## src/rtl/mapper_pkg.sv

```systemverilog
package mapper_pkg;

    // width of one standard-block field inside a mapping register
    localparam int STD_W = 3;
    // mapping register width
    localparam int MAP_W = 8;

    // force-register bit that serves a given window; this order is fixed by software
    function automatic int frc_bit(input int win);
        case (win)
            0:       return 6;
            1:       return 4;
            2:       return 5;
            default: return 7;
        endcase
    endfunction

    // log2 of the internal block count for a memory-size code
    function automatic int int_lg(input logic [1:0] size);
        case (size)
            2'd0:    return 3;
            2'd1:    return 4;
            default: return 5;
        endcase
    endfunction

endpackage

```

## src/rtl/map_regfile.sv

```systemverilog
module map_regfile
    import mapper_pkg::*;
#(
    parameter int          NUM_WIN = 4,
    parameter logic [7:0]  IO_BASE = 8'hF0
) (
    input  logic                           clk,
    input  logic                           rst_n,
    input  logic                           wr_en,
    input  logic [7:0]                     addr,
    input  logic [7:0]                     wdata,
    output logic [NUM_WIN-1:0][MAP_W-1:0]  map_o,
    output logic [NUM_WIN-1:0]             frc_o
);

    localparam int IDX_W = (NUM_WIN > 1) ? $clog2(NUM_WIN) : 1;

    typedef struct packed {
        logic [NUM_WIN-1:0][MAP_W-1:0] map;
        logic [NUM_WIN-1:0]            frc;
    } regs_t;

    regs_t       regs_d, regs_q;
    logic [7:0]  rel;

    assign rel = addr - IO_BASE;

    always_comb begin
        regs_d = regs_q;
        if (wr_en) begin
            if (rel < 8'(NUM_WIN)) begin
                regs_d.map[rel[IDX_W-1:0]] = wdata;
            end else if (rel == 8'(NUM_WIN)) begin
                for (int w = 0; w < NUM_WIN; w++) begin
                    regs_d.frc[w] = wdata[frc_bit(w)];
                end
            end
        end
    end

    always_ff @(posedge clk or negedge rst_n) begin
        if (!rst_n) regs_q <= '0;
        else        regs_q <= regs_d;
    end

    assign map_o = regs_q.map;
    assign frc_o = regs_q.frc;

    // registers are cleared while reset is held
    a_r1_cleared: assert property (@(posedge clk)
        !rst_n |-> (map_o == '0 && frc_o == '0));

    // a write outside the register range leaves every register unchanged
    a_r2_hold: assert property (@(posedge clk) disable iff (!rst_n)
        !(wr_en && rel <= 8'(NUM_WIN)) |=> ($stable(map_o) && $stable(frc_o)));

endmodule

```

## src/rtl/window_decode.sv

```systemverilog
module window_decode
    import mapper_pkg::*;
#(
    parameter int BLK_W = 7
) (
    input  logic [MAP_W-1:0]  map_i,
    input  logic              frc_i,
    input  logic [1:0]        mem_size,
    input  logic              ext_present,
    output logic [BLK_W-1:0]  rd_blk,
    output logic [BLK_W-1:0]  wr_blk,
    output logic              is_ext
);

    logic              exp_mode;
    logic [BLK_W-1:0]  num;
    logic [BLK_W-1:0]  mask;
    logic              fits_int;
    logic [STD_W-1:0]  std_rd, std_wr;

    assign exp_mode = map_i[MAP_W-1];
    assign num      = map_i[BLK_W-1:0];
    assign std_rd   = map_i[STD_W-1:0];
    assign std_wr   = map_i[2*STD_W:STD_W+1];
    assign mask     = BLK_W'((1 << int_lg(mem_size)) - 1);
    assign fits_int = (num & ~mask) == '0;

    always_comb begin
        if (exp_mode) begin
            is_ext = !fits_int && ext_present;
            if (fits_int || ext_present) rd_blk = num;
            else                         rd_blk = num & mask;
            wr_blk = rd_blk;
        end else begin
            is_ext = 1'b0;
            wr_blk = BLK_W'(std_wr);
            rd_blk = frc_i ? BLK_W'(std_wr) : BLK_W'(std_rd);
        end
    end

endmodule

```

## src/rtl/bank_mapper.sv

```systemverilog
module bank_mapper
    import mapper_pkg::*;
#(
    parameter int          ADDR_W  = 16,
    parameter int          OFF_W   = 14,
    parameter int          BLK_W   = 7,
    parameter logic [7:0]  IO_BASE = 8'hF0
) (
    input  logic               clk,
    input  logic               rst_n,
    input  logic               io_wr_en,
    input  logic [7:0]         io_addr,
    input  logic [7:0]         io_wdata,
    input  logic [1:0]         mem_size,
    input  logic               ext_present,
    input  logic [ADDR_W-1:0]  cpu_addr,
    input  logic               cpu_wr,
    output logic [BLK_W-1:0]   phys_block,
    output logic [OFF_W-1:0]   phys_offset,
    output logic               ext_access
);

    localparam int WIN_W   = ADDR_W - OFF_W;
    localparam int NUM_WIN = 1 << WIN_W;

    logic [NUM_WIN-1:0][MAP_W-1:0] map_q;
    logic [NUM_WIN-1:0]            frc_q;
    logic [BLK_W-1:0]              rd_blk [NUM_WIN];
    logic [BLK_W-1:0]              wr_blk [NUM_WIN];
    logic [NUM_WIN-1:0]            win_ext;
    logic [WIN_W-1:0]              win_sel;

    map_regfile #(
        .NUM_WIN (NUM_WIN),
        .IO_BASE (IO_BASE)
    ) u_regs (
        .clk   (clk),
        .rst_n (rst_n),
        .wr_en (io_wr_en),
        .addr  (io_addr),
        .wdata (io_wdata),
        .map_o (map_q),
        .frc_o (frc_q)
    );

    for (genvar w = 0; w < NUM_WIN; w++) begin : g_win
        window_decode #(
            .BLK_W (BLK_W)
        ) u_dec (
            .map_i       (map_q[w]),
            .frc_i       (frc_q[w]),
            .mem_size    (mem_size),
            .ext_present (ext_present),
            .rd_blk      (rd_blk[w]),
            .wr_blk      (wr_blk[w]),
            .is_ext      (win_ext[w])
        );

        // a forced standard-mode window reads and writes the same block
        a_r4_force_ties: assert property (@(posedge clk) disable iff (!rst_n)
            (!map_q[w][MAP_W-1] && frc_q[w]) |-> (rd_blk[w] == wr_blk[w]));

        // expansion mode uses one block for both directions
        a_r6_exp_ties: assert property (@(posedge clk) disable iff (!rst_n)
            map_q[w][MAP_W-1] |-> (rd_blk[w] == wr_blk[w]));

        // standard mode stays inside the eight standard blocks, internally
        a_r3_std_internal: assert property (@(posedge clk) disable iff (!rst_n)
            !map_q[w][MAP_W-1] |-> (rd_blk[w] < BLK_W'(8) && wr_blk[w] < BLK_W'(8) && !win_ext[w]));
    end

    assign win_sel     = cpu_addr[ADDR_W-1:OFF_W];
    assign phys_offset = cpu_addr[OFF_W-1:0];
    assign phys_block  = cpu_wr ? wr_blk[win_sel] : rd_blk[win_sel];
    assign ext_access  = win_ext[win_sel];

    // an external access is only issued for a fitted block
    a_r8_ext_needs_present: assert property (@(posedge clk) disable iff (!rst_n)
        ext_access |-> ext_present);

    // every internal access lands inside the installed memory
    a_r9_internal_in_range: assert property (@(posedge clk) disable iff (!rst_n)
        !ext_access |-> (phys_block < BLK_W'(32)
                         && (mem_size != 2'd0 || phys_block < BLK_W'(8))
                         && (mem_size != 2'd1 || phys_block < BLK_W'(16))));

endmodule

```

## config.mk

```make
export PLATFORM = sky130hd
export DESIGN_NAME = bank_mapper
export DESIGN_NICKNAME = d
export VERILOG_FILES = /design/src/rtl/mapper_pkg.sv /design/src/rtl/map_regfile.sv /design/src/rtl/window_decode.sv /design/src/rtl/bank_mapper.sv
export SDC_FILE = /design/constraint.sdc
export NUM_CORES = 1
export LEC_CHECK = 0
export ABC_CLOCK_PERIOD_IN_PS = 4000
export BUFFER_PORTS_ARGS = -buffer_cell sky130_fd_sc_hd__buf_2
export CORE_ASPECT_RATIO = 0.75
export CORE_MARGIN = 3
export CORE_UTILIZATION = 55
export CTS_CLUSTER_SIZE = 14
export DETAILED_ROUTE_END_ITERATION = 10
export GPL_TIMING_DRIVEN = 0
export HOLD_SLACK_MARGIN = 0.02
export PLACE_DENSITY = 0.84
export SLEW_MARGIN = 20
export SYNTH_ARGS = -nofsm -noshare
export SYNTH_HDL_FRONTEND = slang
export SYNTH_SLANG_ARGS = --single-unit
```

## constraint.sdc

```tcl
create_clock -name clk -period 4 [get_ports clk]
set_input_delay 1 -clock clk [delete_from_list [all_inputs] [get_ports clk]]
set_output_delay 1 -clock clk [all_outputs]
set_load 0.1 [all_outputs]
```

After elaboration in Yosys (flattened, before gate mapping). Cells that the tools add are included.

Register bits after elaboration: 36. Output and inout bits: 22. Logic and storage cells: 107.

Add/sub/neg operators: 2. Magnitude comparators: 9. Eq/ne operators: 2. Shifts and indexed selects: 1. Mux-type cells: 57. Bitwise operators: 11. Reduce and logical (&&, ||, !) cells: 20.

Operators by type and width (count): 2-to-1 mux 32 bit (12); less-than comparator 32 x 5 -> 1 bit (second input constant) (4); 2-to-1 mux 7 bit (17); AND 7 bit (8); bitwise mux 32 bit (1); binary-select mux 7 bit (select 2 bit) (2); logical NOT 7 bit (4); demux 8 bit (select 2 bit) (1); 2-to-1 mux 1 bit (13); binary-select mux 1 bit (select 3 bit) (4); 2-to-1 mux 3 bit (4); equality test 8 x 3 -> 1 bit (second input constant) (1); less-than comparator 8 x 3 -> 1 bit (second input constant) (1); 2-to-1 mux 8 bit (1); subtractor 8 bit (second input constant) (1); inverter 7 bit (1); << shifter 1 x 3 -> 7 bit (first input constant) (1); subtractor 7 x 2 -> 7 bit (second input constant) (1); less-than comparator 2 x 3 -> 1 bit (second input constant) (2); one-hot mux 3 bit (2 select lines) (1); logical AND 1 bit (5); logical NOT 1 bit (4); logical OR 1 bit (4); >= comparator 3 bit (second input constant) (1); 8 further kinds (8).

Depth between registers and ports, before layout. Gate-level depths: netlist of the first run.

Depth after elaboration: 14. Gate-level depth with buffers: 6. Depth with buffers taken out: 6.

By module. A second synthesis of the first run with hierarchy kept.

Cells, all modules: 274. Area total of the unflattened synthesis: 3199.3 um^2.

By module, submodules not included: map_regfile (times used 1, cells each 90, area an instance 1476.4 um^2, seq. area each 900.9 um^2); window_decode (times used 4, cells each 36, area an instance 276.5 um^2, seq. area each 0.0 um^2); bank_mapper (times used 1, cells each 40, area an instance 616.8 um^2, seq. area each 0.0 um^2).

Worst setup path after synthesis of the first run. No wires, ideal clock.

Path kind: input -> output. Start: input port cpu_addr[14]. End: output port phys_block[3]. Arrival time: 4.013 ns. Data required time: 3.000 ns. Path slack: -1.013 ns. Cell stages on the path: 4. Buffers on the path: 2. Path through: clkbuf_1 clkbuf_1 a32oi_1 a221oi_1.

Cells in the longest elaborated chain, start to end: 5. Elaborated cells on any way between the ends: 8. Classes of those cells: mux: 7; bitwise: 1.

RTL lines: start: declaration (RTL line bank_mapper.sv:16) `input logic [ADDR_W-1:0] cpu_addr,`; inverter 2 -> 3 bit (not written as such) * (RTL line bank_mapper.sv:74) `assign phys_block = cpu_wr ? wr_blk[win_sel] : rd_blk[win_sel];`; binary-select mux 7 bit (select 2 bit) (RTL line bank_mapper.sv:74); 2-to-1 mux 7 bit (not written as such) (2 in a row) (RTL line bank_mapper.sv:74); 2-to-1 mux 7 bit * (RTL line bank_mapper.sv:74); end: declaration (RTL line bank_mapper.sv:18) `output logic [BLK_W-1:0] phys_block,`.

Every way passes the cells marked *; elsewhere a longest branch is shown, timed or not. The select of a mux whose other input is x is not followed.

Worst setup path in the final report of the first run.
Start: input port cpu_wr. End: output port phys_block[1].

Cells in the longest elaborated chain, start to end: 1.

RTL lines: start: declaration (RTL line bank_mapper.sv:17) `input logic cpu_wr,`; 2-to-1 mux 7 bit (RTL line bank_mapper.sv:74).

Every way passes these cells.

==> results of run 1 <==
==> worst paths after layout <==
| kind | from | endpoint | cells past startpoint |
|---|---|---|---|
| worst max-delay path | cpu_wr | phys_block[1] | 6 |
| worst min-delay path | u_regs.frc_o[0] | u_regs.frc_o[0] | 1 |
| worst max register to register | u_regs.map_o[31] | u_regs.map_o[31] | 1 |
| worst min register to register | u_regs.frc_o[0] | u_regs.frc_o[0] | 1 |
| max in group asynchronous | rst_n | u_regs.map_o[7] | 1 |
| min in group asynchronous | rst_n | u_regs.map_o[27] | 1 |
==> synth_stat cells, drive strengths merged (2+ instances only) <==
cell type	n	area, µm²
mux2	36	405
nor3b	2	37.5
inv	5	18.8
mux2i	12	120
dfrtp	36	901
buf	14	105
mux4	3	67.6
clkbuf	3	11.3
a21boi	2	18.8
a211o	2	17.5
nand4	2	27.5
a2111oi	3	26.3
nor2	5	21.3
a31o	2	17.5
nand3	5	25.0
ha	3	37.5
o21ai	5	25.0
a32oi	5	43.8
nor2b	6	37.5
o21bai	4	30.0
a21oi	5	25.0
a31oi	3	18.8
nand2	5	18.8
==> layout by cell type (no fill, tap or decap), types with 2 or more instances in the layout <==
cell type and n:
mux4_2 3, inv_1 5, buf_4 14, mux2_2 36, dfrtp_1 36, buf_2 45
nand3_1 5, nor3b_4 2, ha_1 3, clkbuf_1 3, a32oi_1 5, clkbuf_8 5
conb_1 2, a2111oi_0 3, nand2_1 5, nor2_1 4, a31oi_1 2, o21ai_0 5
o21bai_1 4, a31o_2 2, nor2b_1 6, mux2i_1 12, a21oi_1 5, a211o_1 2
==> sequential cells by signal, indices dropped and copies added (netlist names) <==
register      cells
u_regs.map_o     32
u_regs.frc_o      4
==> final cells by class <==
| type | count | area (µm²) |
|---|---|---|
| Inverter | 5 | 18.8 |
| Clock buffer | 5 | 68.8 |
| Fill cell | 287 | 1170 |
| Buffer | 17 | 116 |
| Timing Repair Buffer | 45 | 225 |
| Sequential cell | 36 | 901 |
| Tap cell | 52 | 65.1 |
| Clock inverter | 2 | 12.5 |
| Multi-Input combinational cell | 124 | 1160 |
==> power by group through the flow <==
stage / Sequential (W) / Clock, W / Combinational [W]
CTS: 0.000447 / 0.000251 / 0.000318
floorplan: 0.000438 / 0 / 0.000256
finish: 0.000448 / 0.000248 / 0.000320
global route: 0.000454 / 0.000267 / 0.000337
detailed placement: 0.000454 / 0 / 0.000318
global placement: 0.000452 / 0 / 0.000311
==> per-stage QoR <==
stage	hold WS [ns]	setup WS, ns	power, W	util
6_report	0.516	0.302	0.00102	0.688
5_1_grt	0.530	0.246	0.00106	0.688
4_1_cts	0.517	0.318	0.00102	0.688
3_5_place_dp	0.502	0.326	0.000772	0.666
3_3_place_gp	0.489	0.356	0.000762	0.666
2_1_floorplan	0.480	-0.108	0.000694	-
==> per-layer routing <==
layer / global-route usage / routed length (µm) / vias up
li1: - / - / 782
met1: 0.302 / 2230 / 861
met2: 0.373 / 2400 / 76
met3: 0.0490 / 415 / 8
met4: 0.0973 / 80 / 0
met5: 0 / 0 / -
==> logic make-up after synthesis <==
kind of cell	share of synthesized area
buffers and inverters	0.0624
adder cells (fa/ha/maj)	0.0173
multiplexers	0.274
other	0.00173
AND/OR/NAND/NOR	0.0942
AO/OA/AOI/OAI	0.131
flip-flops	0.416
XOR/XNOR	0.00404
==> impl_metrics.ini, run 1 <==
[floorplan]
core_um2 = 3730
die_w_um = 78.5
start_util = 0.580
rows = 19
dieArea_um2 = 4730
fp.dieH_um = 60.3
ios = 61

[setup_path]
crit_top_cell = buf_2
max_stage_delay_ns = 0.49
required_ns = 3.00
arrival_ns = 2.70
path_class = in2out
worstPathCellList = buf_2, o21bai_1, mux2i_1, mux4_2, inv_1, buf_2
endpoint_kind = primary output
path_buf_inv = 3
worstSetupStartpointType = input pin
worstPathMaxFanout = 4
crit_family = multiplexers
crit_path_top_delay_cell = mux4_2
r2r_setup_slack_ns = 3.12

[global_route]
track_usage = 0.228
grt_max_degree = 37
grt_pass1_wl_um = 7910
overflow = 0
antenna_found_initial = 0
grt_pass1_vias = 1620

[place]
dp_hpwl_um = 3970
dpl_cell_area_um2 = 2480
place_inst = 279
gp_congestion = 0.910
portBuffers = 45

[clock_tree]
post_cts_buffers = 0
ctsResizeCount = 0
clkSinkCount = 36
path_clk_slew_ns = 0.07
htreeDepth = 2
cts_inserted_buffers = 5
clock_path_buffers = 2
ctsHoldBuffers = 0
worstSkewPairLatency_ns = 0.29
tritoncts = yes
cts_root_buf = clkbuf_8

[worst_hold_path]
hp-class = reg2reg

[routing]
wl_per_cell_um = 17.9
antenna_left = 0
drt-pass1-iter-count = 4
initialDrtViolationCount = 147
via_per_inst = 6.04
vias = 1727
route.detailed.drc = 0
wl_um = 5130

[logic_synthesis]
syn_inst = 181
async_flop_share = 1.00
synth_seq_cells = 36
synth.avg_cell_area_um2 = 12.0
syn_area_um2 = 2170
yosysUniqueCellTypes = 39
ys_seq_area_frac = 0.416
ys_warn_count = 0
synth-main-ff-cell = dfrtp_1
synth_edf_count = 0

[power]
swShare = 0.375
pwr-share-clk = 0.244
pwr-share-comb = 0.315
intPower_w = 0.000635
powerDensity_nw_per_um2 = 396
seq_power_share = 0.441
irDropWorstVdd_uv = 287
p_sw_w = 0.000382
p_leak_nw = 1.26

[timing]
setup_violations = 0
fmax_ghz = 0.270
slew_headroom = 0.473
fin_skew_ns = 0
drv_slew = 0
finalHoldViolations = 0
period_needed_ns = 3.70
finalSetupTns_ns = 0
tightest_slew_ns = 0.790
min_period_over_period = 0.924
rsz0062_at_grt = no

[layout]
syn_to_final_growth_pct = 18.5
final_layout_size_suffix_gt1_frac = 0.500
antenna_cells = 0
stdcell_count = 286
design_area_um2 = 2570
fin_nets = 276

[outcome]
status = finished clean

[run]
cap_violations = 0
No activity file was read; power rests on OpenSTA's default activity.
==> run 2: changes to the inputs <==
--- a/config.mk
+++ b/config.mk
@@ -14,8 +14,9 @@
 export DETAILED_ROUTE_END_ITERATION = 10
 export GPL_TIMING_DRIVEN = 0
 export HOLD_SLACK_MARGIN = 0.02
-export PLACE_DENSITY = 0.84
+export PLACE_DENSITY = 0.79
 export SLEW_MARGIN = 20
 export SYNTH_ARGS = -nofsm -noshare
 export SYNTH_HDL_FRONTEND = slang
+export SYNTH_HIERARCHICAL = 1
 export SYNTH_SLANG_ARGS = --single-unit
==> run 2 against run 1 <==
  * The run now ends with negative setup slack left
  * Sequential power rose by 3%
  * Cell count is 45% higher
  * Synthesized cell count increased by 51%
==> impl_metrics.ini, run 2 <==
[timing]
hold_ws_ns = 0.505
slew_headroom = 0.462
fmax_ghz = 0.226
min_period_over_period = 1.11
setup_violations = 4
tightest_slew_ns = 0.806
finalSetupTns_ns = -1.39
drv_slew = 0
rsz0062_at_grt = yes
fin_skew_ns = 0
period_needed_ns = 4.43
finalHoldViolations = 0
setup_ws_ns = -0.433

[outcome]
violations = negative setup slack
status = finished with violations

[logic_synthesis]
yosys-top-cells-area = dfrtp_1, mux2_2, mux4_1
synth.top_cell.area_share = 0.282
syn_nets = 327
yosysTopAreaCell = dfrtp_1
synth_common_cells = mux2_2, dfrtp_1, buf_4
synth-main-ff-cell = dfrtp_1
ys_seq_area_frac = 0.282
synth.avg_cell_area_um2 = 11.7
ys_warn_count = 6
syn_area_um2 = 3200
async_flop_share = 1.00
synth_seq_cells = 36
yosysUniqueCellTypes = 27
synth_edf_count = 0
syn_inst = 274
synthMostInstantiatedCell = mux2_2

[place]
dpl_cell_area_um2 = 3630
portBuffers = 44
gp_congestion = 0.906
dp_hpwl_um = 5670
pre_cts_slack_ns = -0.840

[setup_path]
required_ns = 3.00
path_class = in2out
arrival_ns = 3.43
worstPathMaxFanout = 5
endpoint_kind = primary output
worstSetupStartpointType = input pin

[layout]
design_area_um2 = 4080
fin_nets = 393
layout_common_cells = mux2_2, buf_4, buf_2
antenna_cells = 0
post-route-util = 0.745
largest_reg_flops = 32
final_layout_size_suffix_gt1_frac = 0.622
syn_to_final_growth_pct = 27.4
final_common_cell = mux2_2

[global_route]
grt_max_degree = 37
antenna_found_initial = 0
grt_pass1_vias = 2468
overflow = 0
grt_pass1_wl_um = 12900
track_usage = 0.250

[power]
seq_power_share = 0.362
p_leak_nw = 1.96
swShare = 0.351
pwr-share-clk = 0.274
powerDensity_nw_per_um2 = 313
p_sw_w = 0.000448
pwr-share-comb = 0.364
irDropWorstVdd_uv = 314
intPower_w = 0.000826

[clock_tree]
cts_inserted_buffers = 5
clkSinkCount = 36
cts_root_buf = clkbuf_8
clock_path_buffers = 2
tritoncts = yes
worstSkewPairLatency_ns = 0.28
path_clk_slew_ns = 0.07
ctsHoldBuffers = 0
htreeDepth = 2

[routing]
initialDrtViolationCount = 173
drt-pass1-iter-count = 4
via_per_inst = 5.99
vias = 2492
wl_per_cell_um = 19.6
wl_um = 8160
antenna_left = 0
route.detailed.drc = 0

[run]
cap_violations = 0

[floorplan]
die_w_um = 94.1
ios = 61
dieArea_um2 = 6780
fp.dieH_um = 72.1
start_util = 0.585
core_um2 = 5470
rows = 23

[worst_hold_path]
hp-class = reg2reg
-- run 2: cell count changes after synthesis, moves of 11 or more --
| cell | before | now |
|---|---|---|
| mux2_2 | 36 | 63 |
| buf_4 | 14 | 31 |
| o311a_1 | 0 | 16 |
| inv_1 | 5 | 20 |
| mux4_1 | 0 | 15 |
| nor2_1 | 4 | 18 |
| mux2i_1 | 12 | 0 |
| ha_1 | 3 | 14 |
| nand2_1 | 5 | 16 |
-- run 2: kinds of logic after synthesis --
| group | Yosys count | synth area share |
|---|---|---|
| muxes | 78 | 0.345 |
| buffers and inverters | 60 | 0.116 |
| and+or+nand+nor | 50 | 0.0841 |
| DFF | 36 | 0.282 |
| AOI/OAI and AO/OA | 35 | 0.116 |
| adders and majority gates | 14 | 0.0548 |
| xor gates and xnor gates | 1 | 0.00274 |
-- run 2: path summary, 6_finish.rpt --
kind	startpoint	endpoint	slack, ns	cells past startpoint
min in group asynchronous	rst_n	u_regs/map_o[25]	0.80	1
max in group asynchronous	rst_n	u_regs/map_o[31]	2.69	1
max reg2reg	u_regs/map_o[11]	u_regs/map_o[11]	3.13	1
min	u_regs/map_o[31]	u_regs/map_o[31]	0.50	1
max	mem_size[1]	phys_block[5]	-0.43	12
min reg2reg	u_regs/map_o[31]	u_regs/map_o[31]	0.50	1
-- run 2: repair_timing --
action	CTS	global route
gates cloned	2	0
setup buffers	10	3
pin swaps	12	13
setup endpoints to repair	4	4
resized for setup	41	9
-- run 2: metal layers --
| metal | vias up | GRT usage | wire length [µm] |
|---|---|---|---|
| met5 | - | 0 | 0 |
| met4 | 0 | 0.0881 | 214 |
| met3 | 15 | 0.0549 | 662 |
| met2 | 123 | 0.389 | 3780 |
| met1 | 1221 | 0.346 | 3500 |
| li1 | 1133 | - | - |
-- run 2: stage by stage --
stage	instances	total power, W
2_1_floorplan	274	0.000783
3_3_place_gp	393	0.000874
3_5_place_dp	393	0.000889
4_1_cts	413	0.00127
5_1_grt	416	0.00133
6_report	416	0.00127
-- run 2: power groups by stage --
stage	sequential, W	combinational (W)	clock (W)
finish	0.000461	0.000464	0.000349
global route	0.000466	0.000493	0.000372
CTS	0.000457	0.000456	0.000359
detailed placement	0.000463	0.000426	0
global placement	0.000460	0.000414	0
floorplan	0.000441	0.000342	0
-- run 2: final cells by class --
class | instances | area (µm²)
buffer | 40 | 297
clock buffer | 7 | 96.3
clock inverter | 1 | 30.0
fill | 374 | 1390
inverter | 20 | 75.1
multi-input combinational | 178 | 2110
sequential | 36 | 901
tap | 75 | 93.8
timing repair buffer | 59 | 470
-- run 2: worst max-delay path: stages --
cell,delay [ns]
buf_16,0.13
nor2_4,0.16
buf_4,0.14
nand2_2,0.06
ha_4,0.25
a22o_1,0.16
a2111oi_4,0.07
o311a_1,0.39
buf_4,0.14
mux4_2,0.45
mux2_4,0.30
buf_12,0.17
==> run 3: changes to the inputs <==
--- a/config.mk
+++ b/config.mk
@@ -7,14 +7,16 @@
 export LEC_CHECK = 0
 export ABC_CLOCK_PERIOD_IN_PS = 4000
 export BUFFER_PORTS_ARGS = -buffer_cell sky130_fd_sc_hd__buf_2
+export CELL_PAD_IN_SITES_DETAIL_PLACEMENT = 1
+export CELL_PAD_IN_SITES_GLOBAL_PLACEMENT = 1
 export CORE_ASPECT_RATIO = 0.75
 export CORE_MARGIN = 3
-export CORE_UTILIZATION = 55
+export CORE_UTILIZATION = 48
 export CTS_CLUSTER_SIZE = 14
 export DETAILED_ROUTE_END_ITERATION = 10
 export GPL_TIMING_DRIVEN = 0
 export HOLD_SLACK_MARGIN = 0.02
-export PLACE_DENSITY = 0.79
+export PLACE_DENSITY_LB_ADDON = 0.1
 export SLEW_MARGIN = 20
 export SYNTH_ARGS = -nofsm -noshare
 export SYNTH_HDL_FRONTEND = slang
==> run 3 against run 2 <==
  * The run still ends with negative setup slack left
  * Via count rose by 0.64%
  * Worst hold slack about the same
  * Largest cell class unchanged
  * Non-clock buffer count is 1 higher
  * Critical path type unchanged
==> impl_metrics.ini, run 3 (synthesis results as in run 2) <==
[clock_tree]
cts_root_buf = clkbuf_8
clkSinkCount = 36
clock_path_buffers = 2
cts_inserted_buffers = 5
worstSkewPairLatency_ns = 0.28
path_clk_slew_ns = 0.07
htreeDepth = 2
tritoncts = yes

[place]
portBuffers = 44
dp_hpwl_um = 6400
place_inst = 399
gp_congestion = 0.822

[global_route]
track_usage = 0.239
overflow = 0
grt_pass1_wl_um = 14300
antenna_found_initial = 0
grt_pass1_vias = 2635
grt_max_degree = 37

[floorplan]
core_um2 = 6380
ios = 61
rows = 25
dieArea_um2 = 7690
fp.dieH_um = 76.7
die_w_um = 100
start_util = 0.501

[routing]
highest_layer = met4
wl_met2_um = 4380
antenna_left = 0
initialDrtViolationCount = 100
drt-pass1-iter-count = 4
route.detailed.drc = 0
wl_per_cell_um = 21.2
vias = 2508
met1_length_um = 4040
wl_um = 8970
dr_wl_met3_um = 440
via_per_inst = 5.93

[timing]
fmax_ghz = 0.224
min_period_over_period = 1.12
setup_ws_ns = -0.469
slew_headroom = 0.459
finalHoldViolations = 0
period_needed_ns = 4.47
setup_violations = 4
fin_skew_ns = 0
drv_slew = 0
rsz0062_at_grt = yes
hold_ws_ns = 0.505
tightest_slew_ns = 0.812

[power]
fin_total_pwr_w = 0.00120
p_leak_nw = 1.97
powerDensity_nw_per_um2 = 294
irDropWorstVdd_uv = 206

[layout]
nFillCells = 648
post-route-util = 0.640
antenna_cells = 0
largest_reg_flops = 32
stdcell_count = 423
layout_common_cells = mux2_2, buf_4, buf_2
fin_nets = 394
final_layout_size_suffix_gt1_frac = 0.637
multiInputGateArea_um2 = 2140
ff_latch_area_um2 = 901
final_common_cell = mux2_2
syn_to_final_growth_pct = 27.6

[worst_hold_path]
hp-class = reg2reg
min_path_cells = 1

[outcome]
status = finished with violations
violations = negative setup slack

[setup_path]
worstPathMaxFanout = 6
endpoint_kind = primary output
required_ns = 3.00
worstSetupStartpointType = input pin
ff2ff_path_depth = 1
arrival_ns = 3.47
path_class = in2out

[run]
cap_violations = 0
-- run 3: what timing repair did --
action	CTS	global route
hold buffers	0	0
gates resized for setup	46	7
setup endpoints to repair	4	4
pin swaps	20	8
gates cloned	2	0
endpoints found under the hold margin	0	0
buffers inserted	10	4
-- run 3: final timing paths --
check	startpoint	to	slack (ns)
worst max-delay path	mem_size[0]	phys_block[6]	-0.47
worst min-delay path	u_regs/map_o[23]	u_regs/map_o[23]	0.50
worst max register to register	u_regs/map_o[29]	u_regs/map_o[29]	3.13
worst min register to register	u_regs/map_o[23]	u_regs/map_o[23]	0.50
max in group asynchronous	rst_n	u_regs/map_o[9]	2.67
min in group asynchronous	rst_n	u_regs/map_o[25]	0.80
-- run 3: report_power, final --
| group | switching [W] | total, W | leakage, nW | internal [W] |
|---|---|---|---|---|
| Sequential | 0.0000570 | 0.000462 | 0.485 | 0.000405 |
| Combinational | 0.000272 | 0.000476 | 1.43 | 0.000205 |
| Clock | 0.000124 | 0.000261 | 0.0510 | 0.000137 |
| Total | 0.000452 | 0.00120 | 1.97 | 0.000747 |
-- run 3: metal layers --
| metal | global-route usage | vias up |
|---|---|---|
| met3 | 0.0264 | 10 |
| met2 | 0.394 | 85 |
| li1 | - | 1134 |
| met4 | 0.0525 | 0 |
| met5 | 0 | - |
| met1 | 0.338 | 1279 |
-- run 3: area by class of cell --
| cell class | instances | share of cell area |
|---|---|---|
| inverters | 20 | 0.0184 |
| repair buffers | 60 | 0.116 |
| well taps | 81 | 0.0248 |
| clock inverters | 2 | 0.00245 |
| plain buffers | 40 | 0.0726 |
| flip-flops and latches | 36 | 0.221 |
| clock buffers | 6 | 0.0202 |
| multi-input cells | 178 | 0.525 |
-- run 3: worst max-delay path, cell delays in order --
cell       delay (ns)
buf_12           0.12
nor2b_4          0.14
inv_2            0.06
ha_4             0.12
nand2_2          0.05
ha_4             0.26
a22o_1           0.17
a2111oi_4        0.07
o311a_1          0.39
buf_4            0.14
mux4_2           0.47
mux2_4           0.30
buf_12           0.17
-- run 3: metrics by stage --
step	setup slack, ns	cell area, µm²	TNS [ns]
after floorplan	-0.133	3310	-0.383
after global placement	-0.822	3630	-2.95
after detailed placement	-0.858	3630	-3.13
after CTS	-0.483	4030	-1.62
after global routing	-0.530	4080	-1.82
final	-0.469	4080	-1.51
